==> config.mk <==
export PLATFORM = sky130hd
export DESIGN_NAME = ref_selector_top
export DESIGN_NICKNAME = d
export VERILOG_FILES = /design/src/rtl/refsel_pkg.sv /design/src/rtl/refsel_sync.sv /design/src/rtl/refsel_holdoff.sv /design/src/rtl/refsel_fsm.sv /design/src/rtl/ref_selector_top.sv
export SDC_FILE = /design/constraint.sdc
export NUM_CORES = 1
export LEC_CHECK = 0
export BUFFER_PORTS_ARGS = -buffer_cell sky130_fd_sc_hd__buf_4
export CAP_MARGIN = 20
export CORE_MARGIN = 10
export CORE_UTILIZATION = 35
export CTS_BUF_LIST = sky130_fd_sc_hd__clkbuf_2
export CTS_CLUSTER_DIAMETER = 30
export DETAILED_ROUTE_END_ITERATION = 12
export PLACE_DENSITY = 0.59
export SLEW_MARGIN = 30
export SYNTH_ARGS = -nofsm -noshare
export SYNTH_HDL_FRONTEND = slang
export SYNTH_SLANG_ARGS = --single-unit
==> constraint.sdc <==
create_clock -name clk -period 3.6 [get_ports clk]
set_input_delay 0.36 -clock clk [delete_from_list [all_inputs] [get_ports clk]]
set_output_delay 0.36 -clock clk [all_outputs]
set_load 0.01 [all_outputs]
==> src/rtl/refsel_pkg.sv <==
package refsel_pkg;
  typedef enum logic [1:0] {
    ST_MANUAL   = 2'd0,
    ST_ARMED    = 2'd1,
    ST_SWITCHED = 2'd2
  } refsel_state_e;
endpackage

==> src/rtl/refsel_sync.sv <==
module refsel_sync #(
  parameter int WIDTH  = 3,
  parameter int STAGES = 2
) (
  input  logic             clk,
  input  logic             rst_n,
  input  logic [WIDTH-1:0] async_i,
  output logic [WIDTH-1:0] sync_o
);
  logic [WIDTH-1:0] stage_q [STAGES];

  genvar g;
  generate
    for (g = 0; g < STAGES; g++) begin : g_stage
      always_ff @(posedge clk or negedge rst_n) begin
        if (!rst_n) stage_q[g] <= '0;
        else if (g == 0) stage_q[g] <= async_i;
        else stage_q[g] <= stage_q[(g == 0) ? 0 : g - 1];
      end
    end
  endgenerate

  assign sync_o = stage_q[STAGES-1];
endmodule

==> src/rtl/refsel_holdoff.sv <==
module refsel_holdoff #(
  parameter int HOLDOFF_CYCLES = 5
) (
  input  logic clk,
  input  logic rst_n,
  input  logic in_manual,
  input  logic qualify,
  output logic ready
);
  generate
    if (HOLDOFF_CYCLES == 0) begin : g_direct
      assign ready = qualify;
    end else begin : g_count
      localparam int CW = $clog2(HOLDOFF_CYCLES + 1);
      localparam logic [CW-1:0] LIMIT = CW'(HOLDOFF_CYCLES);
      logic [CW-1:0] cnt_q;

      always_ff @(posedge clk or negedge rst_n) begin
        if (!rst_n) cnt_q <= '0;
        else if (!in_manual || !qualify) cnt_q <= '0;
        else if (cnt_q != LIMIT) cnt_q <= cnt_q + 1'b1;
      end

      assign ready = qualify && (cnt_q == LIMIT);

      AST_HOLDOFF_RUN: assert property (@(posedge clk) disable iff (!rst_n)
        (in_manual && !qualify) |=> !ready);
    end
  endgenerate
endmodule

==> src/rtl/refsel_fsm.sv <==
module refsel_fsm
  import refsel_pkg::*;
(
  input  logic clk,
  input  logic rst_n,
  input  logic s_sel,
  input  logic s_auto,
  input  logic s_lol,
  input  logic arm_ready,
  output logic sel_o,
  output logic in_manual_o
);
  refsel_state_e state_q, state_d;
  logic sel_q, sel_d;
  logic lol_prev_q;
  logic lol_rise;

  assign lol_rise = s_lol && !lol_prev_q;

  always_comb begin
    state_d = state_q;
    sel_d   = sel_q;
    unique case (state_q)
      ST_MANUAL: begin
        sel_d = s_sel;
        if (s_auto && !s_lol && arm_ready) state_d = ST_ARMED;
      end
      ST_ARMED: begin
        if (!s_auto) begin
          state_d = ST_MANUAL;
          sel_d   = s_sel;
        end else if (lol_rise) begin
          state_d = ST_SWITCHED;
          sel_d   = !sel_q;
        end
      end
      ST_SWITCHED: begin
        if (!s_auto) begin
          state_d = ST_MANUAL;
          sel_d   = s_sel;
        end
      end
      default: state_d = ST_MANUAL;
    endcase
  end

  always_ff @(posedge clk or negedge rst_n) begin
    if (!rst_n) begin
      state_q    <= ST_MANUAL;
      sel_q      <= 1'b0;
      lol_prev_q <= 1'b0;
    end else begin
      state_q    <= state_d;
      sel_q      <= sel_d;
      lol_prev_q <= s_lol;
    end
  end

  assign sel_o       = sel_q;
  assign in_manual_o = (state_q == ST_MANUAL);

  AST_MANUAL_TRACKS: assert property (@(posedge clk) disable iff (!rst_n)
    (state_q == ST_MANUAL) |=> (sel_q == $past(s_sel)));
  AST_ARM_NEEDS_LOCK: assert property (@(posedge clk) disable iff (!rst_n)
    (state_q == ST_MANUAL && s_lol) |=> (state_q == ST_MANUAL));
  AST_SWITCH_FLIPS: assert property (@(posedge clk) disable iff (!rst_n)
    (state_q == ST_ARMED && s_auto && s_lol && !lol_prev_q)
      |=> (sel_q != $past(sel_q) && state_q == ST_SWITCHED));
  AST_ONE_SHOT: assert property (@(posedge clk) disable iff (!rst_n)
    (state_q == ST_SWITCHED && s_auto) |=> $stable(sel_q));
  AST_ARMED_HOLDS: assert property (@(posedge clk) disable iff (!rst_n)
    (state_q == ST_ARMED && s_auto && !(s_lol && !lol_prev_q)) |=> $stable(sel_q));
endmodule

==> src/rtl/ref_selector_top.sv <==
module ref_selector_top #(
  parameter int SYNC_STAGES    = 2,
  parameter int HOLDOFF_CYCLES = 5
) (
  input  logic clk,
  input  logic rst_n,
  input  logic ref_sel_i,
  input  logic auto_en_i,
  input  logic lol_i,
  output logic mux_sel_o,
  output logic ref_ack_o
);
  localparam int NPINS = 3;

  logic [NPINS-1:0] pins_sync;
  logic s_sel, s_auto, s_lol;
  logic in_manual, arm_ready, sel;

  refsel_sync #(.WIDTH(NPINS), .STAGES(SYNC_STAGES)) u_sync (
    .clk     (clk),
    .rst_n   (rst_n),
    .async_i ({ref_sel_i, auto_en_i, lol_i}),
    .sync_o  (pins_sync)
  );

  assign {s_sel, s_auto, s_lol} = pins_sync;

  refsel_holdoff #(.HOLDOFF_CYCLES(HOLDOFF_CYCLES)) u_holdoff (
    .clk       (clk),
    .rst_n     (rst_n),
    .in_manual (in_manual),
    .qualify   (s_auto && !s_lol),
    .ready     (arm_ready)
  );

  refsel_fsm u_fsm (
    .clk         (clk),
    .rst_n       (rst_n),
    .s_sel       (s_sel),
    .s_auto      (s_auto),
    .s_lol       (s_lol),
    .arm_ready   (arm_ready),
    .sel_o       (sel),
    .in_manual_o (in_manual)
  );

  assign mux_sel_o = sel;
  assign ref_ack_o = sel;
endmodule

==> metrics.sh <==
RUN_STATUS='finished clean'
TIMING.FINAL.CRIT_PERIOD_NS=1.21
GRT_ANTENNA_BEFORE_REPAIR=0
HPWL_MICRONS=668
WIRE_PER_INST_MICRONS=13.5
CTS_HOLD_REPAIR.BUFFERS=1
ELEMENT_TYPE_AT_THE_CRITICAL_PATH_END='flop'
H_TREE_LVLS=1
P_PER_AREA_nW_PER_UM2=402
CRITICAL_PATH.REG2REG.STARTPOINT='u_holdoff.g_count.cnt_q[0]'
CTS_MAX_PATH_BUFFERS=2
SYNTH-ASYNC-RESET-RATIO_PCT=100
POST_SYNTH_FA_HA_MAJ_AREA_FRACTION_PCT=6.64
WORST_SLACK_NS=2.39
CORE_REGION_AREA_SQ_UM=1370
SYN-MEAN-INSTANCE-AREA_SQ_UM=13.2
HOLD_WS_NS=0.189
SEQ_AREA_SQ_UM=325
YOSYSUNIQUECELLTYPES=21
TIMING.RR.END='u_holdoff.g_count.cnt_q[1]'
YOSYS.AREA_SHARE.XOR_XNOR_PCT=1.66
GRT.TOTAL_USAGE_PCT=5.94
NUMBER_OF_HOLD_VIOLATIONS_IN_THE_FINAL_REPORT=0
VIAS=328
YOSYSTOPAREACELLSHARE_PCT=61.6
FINAL-SETUP-VIOL-COUNT=0
CTS_SINKS=13
POST_CTS_RESIZE_COUNT=0
PLACE_WORST_SETUP_SLACK_NS=2.38
CRITICAL_PATH_CLASS='flop to flop'
CTS.ROOT.BUFFER_CELL='clkbuf_2'
TIMING.HOLD.WORST.START='ref_sel_i'
YOSYS-MUX-AREA-FRACTION_PCT=1.90
REPORT.FINAL.SLEW_VIOL_COUNT=0
DESIGN.FINAL.NETS=58
POST-SYNTH-TOP-AREA-CELL='dfrtp_1'
WORSTREGTOREGCELLS=4
DRC=0
SKEW_PAIR_LATE_INSERTION_DELAY_NS=0.26
NUM_ANTENNA_CELLS=0
CRITPATHMAXFANOUT=4
MIN_PATH_TYPE='primary input to flop'
CRITICAL_PATH.STARTPOINT_TYPE='flop'
FILL_CELLS=137
REQUIRED_NS=3.77
DIE_AREA_SQ_UM=3460
FRACTION_OF_FINAL_LAYOUT_CELLS_WITH_DRIVE_STRENGTH_GREATER_THAN_1_PCT=32.0
TOTAL_NETS_AFTER_SYNTHESIS=47
GRT.OVERFLOW.TOTAL=0
ENDPOINT_ARRIVAL_TIME_ON_THE_CRITICAL_PATH_NS=1.38
FIN_SETUP_TNS_NS=0
WORST_HOLD_PATH.NUM_CELLS=1
DETAILEDROUTE.FIRSTITERATIONVIOLATIONS=11
VDD.IR_DROP.WORST_mV=0.187
LAYOUT-AREA-OVERHEAD-VS-SYNTH_PCT=16.4
IO-PIN-COUNT=7
RSZ0062_AT_GRT='no'
MAX_CAP_VIOLS=0
SYNTH-EDFF-COUNT=0
GPL.FINAL_WEIGHTED_CONGESTION=0.679
GRT_PASS1_VIAS=360
SYN-CELL-AREA_SQ_UM=528
CRIT_PATH_TOP_DELAY_CELL='dfrtp_1'
PORTBUFFERS=6
SLEW-LIMIT-HEADROOM_PCT=85.0
CLOCK_TRANSITION_AT_PATH_REGS_NS=0.13
SYNTH_SIMPLE_GATE_AREA_SHARE_PCT=15.6
TIGHTEST_SLEW_NS=0.226
FINALCLOCKSKEW_NS=0.0110
COMBINATIONAL_FAMILY_WITH_THE_MOST_AREA_AFTER_SYNTHESIS='simple AND/OR/NAND/NOR gates'
SYNTH.FF_LATCH_COUNT=13
DIE_SPAN_X_MICRONS=58.8
TOTAL_LEAKAGE_POWER_nW=0.285
ROWS=13
MULTIINPUTGATEAREA_SQ_UM=188
HOLDPATHEND='u_sync.stage_q[5]'
CRIT_PATH_MAX_INCR_DELAY_NS=0.43
VIASPERCELL=5.05
GRT_START_MAX_NET_PINS=14
TRITONCTS.NUM_BUFFERS=3
DRT_PASS1_ITERATIONS=2
SYNTH.YOSYS.WARNINGS=0
MAX_CLOCK_FREQ_MHz=827
FLOORPLAN.INITIALDENSITY_PCT=38.6
CRIT_CHAIN='ha_1 > nand2_1 > nor2_1 > a211oi_2'
FINAL_ANTENNA_NET_COUNT=0
CLOCK_TREE_FROM_TRITONCTS='yes'
DETAIL_ROUTE.WIRELENGTH_MICRONS=879
YOSYSSEQAREASHARE_PCT=61.6
COMPOUND_CELL_AREA_SHARE_OF_THE_YOSYS_NETLIST_PCT=9.72
WORST-R2R-SETUP-SLACK_NS=2.39
TIMING.FINAL.CRIT_SHARE_PCT=33.6
POST_SYNTH_MAIN_AREA_CONTRIBUTORS='dfrtp_1, ha_1, nor2_1'
FLOORPLAN.DIE.HEIGHT_MICRONS=58.8
SYNTHESIS.INSTANCES=40
SYNTHFLOPTYPE='dfrtp_1'
POSTCTSSETUPREPAIRBUFS=0
GRT_FIRST_PASS_WIRELENGTH_MICRONS=1560
## per-stage QoR
step / std cells / power [mW] / cell area, sq um / util, %
after floorplan: 40 / 0.166 / 528 / -
after CTS: 65 / 0.251 / 614 / 45.0
final: 65 / 0.247 / 614 / 45.0
after detailed placement: 60 / 0.175 / 584 / 42.8
after global placement: 60 / 0.174 / 584 / 42.8
after global routing: 65 / 0.262 / 614 / 45.0
## cell usage after synthesis (2+ instances only)
| cell | number |
|---|---|
| ha_1 | 2 |
| dfrtp_1 | 13 |
| inv_1 | 2 |
| nor2_1 | 5 |
| nand2_1 | 2 |
## cells by family after synthesis
| family | count (synthesis) |
|---|---|
| buf+inv | 3 |
| xor+xnor | 1 |
| compound gates | 6 |
| simple gates | 13 |
| mux | 1 |
| fa+ha+maj | 3 |
| flops | 13 |
## sequential cells by signal, summed over array words and instances (netlist names)
name,flops
u_fsm.sel_o,1
u_fsm.lol_prev_q,1
u_sync.sync_o,3
u_fsm.state_q,2
u_holdoff.g_count.cnt_q,3
u_sync.stage_q,3
## placed cells by master, fill, tap and decap left out, drive strengths merged, types with 2 or more instances in the layout
cell type,instances
buf,6
clkbuf,4
dfrtp,13
ha,2
inv,2
nand2,2
nand2b,2
nor2,5
## area by class of cell
cell class                 count  area share, %
tap                           15           3.05
timing repair buffer           7           8.96
sequential                    13           53.0
inverter                       2           1.22
multi-input combinational     24           30.5
clock buffer                   4           3.26
## layer usage
metal / part of all wire (%) / GRT usage [%]
met5: 0 / 0
met4: 0 / 2.95
met3: 6.1 / 3.00
met2: 47 / 8.56
met1: 47 / 7.05
## how the worst max path moves through the flow
stage / start / end / slack [ns]
after floorplan: u_fsm.state_q[1] / u_holdoff.g_count.cnt_q[2] / 2.48
after global placement: u_fsm.state_q[1] / u_holdoff.g_count.cnt_q[2] / 2.47
after detailed placement: u_holdoff.g_count.cnt_q[0] / u_holdoff.g_count.cnt_q[1] / 2.38
after CTS: u_holdoff.g_count.cnt_q[0] / u_holdoff.g_count.cnt_q[1] / 2.35
after global routing: u_holdoff.g_count.cnt_q[0] / u_holdoff.g_count.cnt_q[1] / 2.32
final: u_holdoff.g_count.cnt_q[0] / u_holdoff.g_count.cnt_q[1] / 2.39
## critical path, delay by kind of cell (launching register included)
family	cells	cell delay, ns
adder cells (fa/ha/maj)	1	0.22
AO/OA/AOI/OAI	1	0.22
flip-flops	1	0.43
AND/OR/NAND/NOR	2	0.26
## power by group
part / internal (mW) / switching (mW) / leakage (nW)
Combinational: 0.00889 / 0.00764 / 0.107
Clock: 0.0295 / 0.0454 / 0.0166
Sequential: 0.152 / 0.00425 / 0.162
Total: 0.190 / 0.0573 / 0.285
Power figures use the tool's default switching activity.
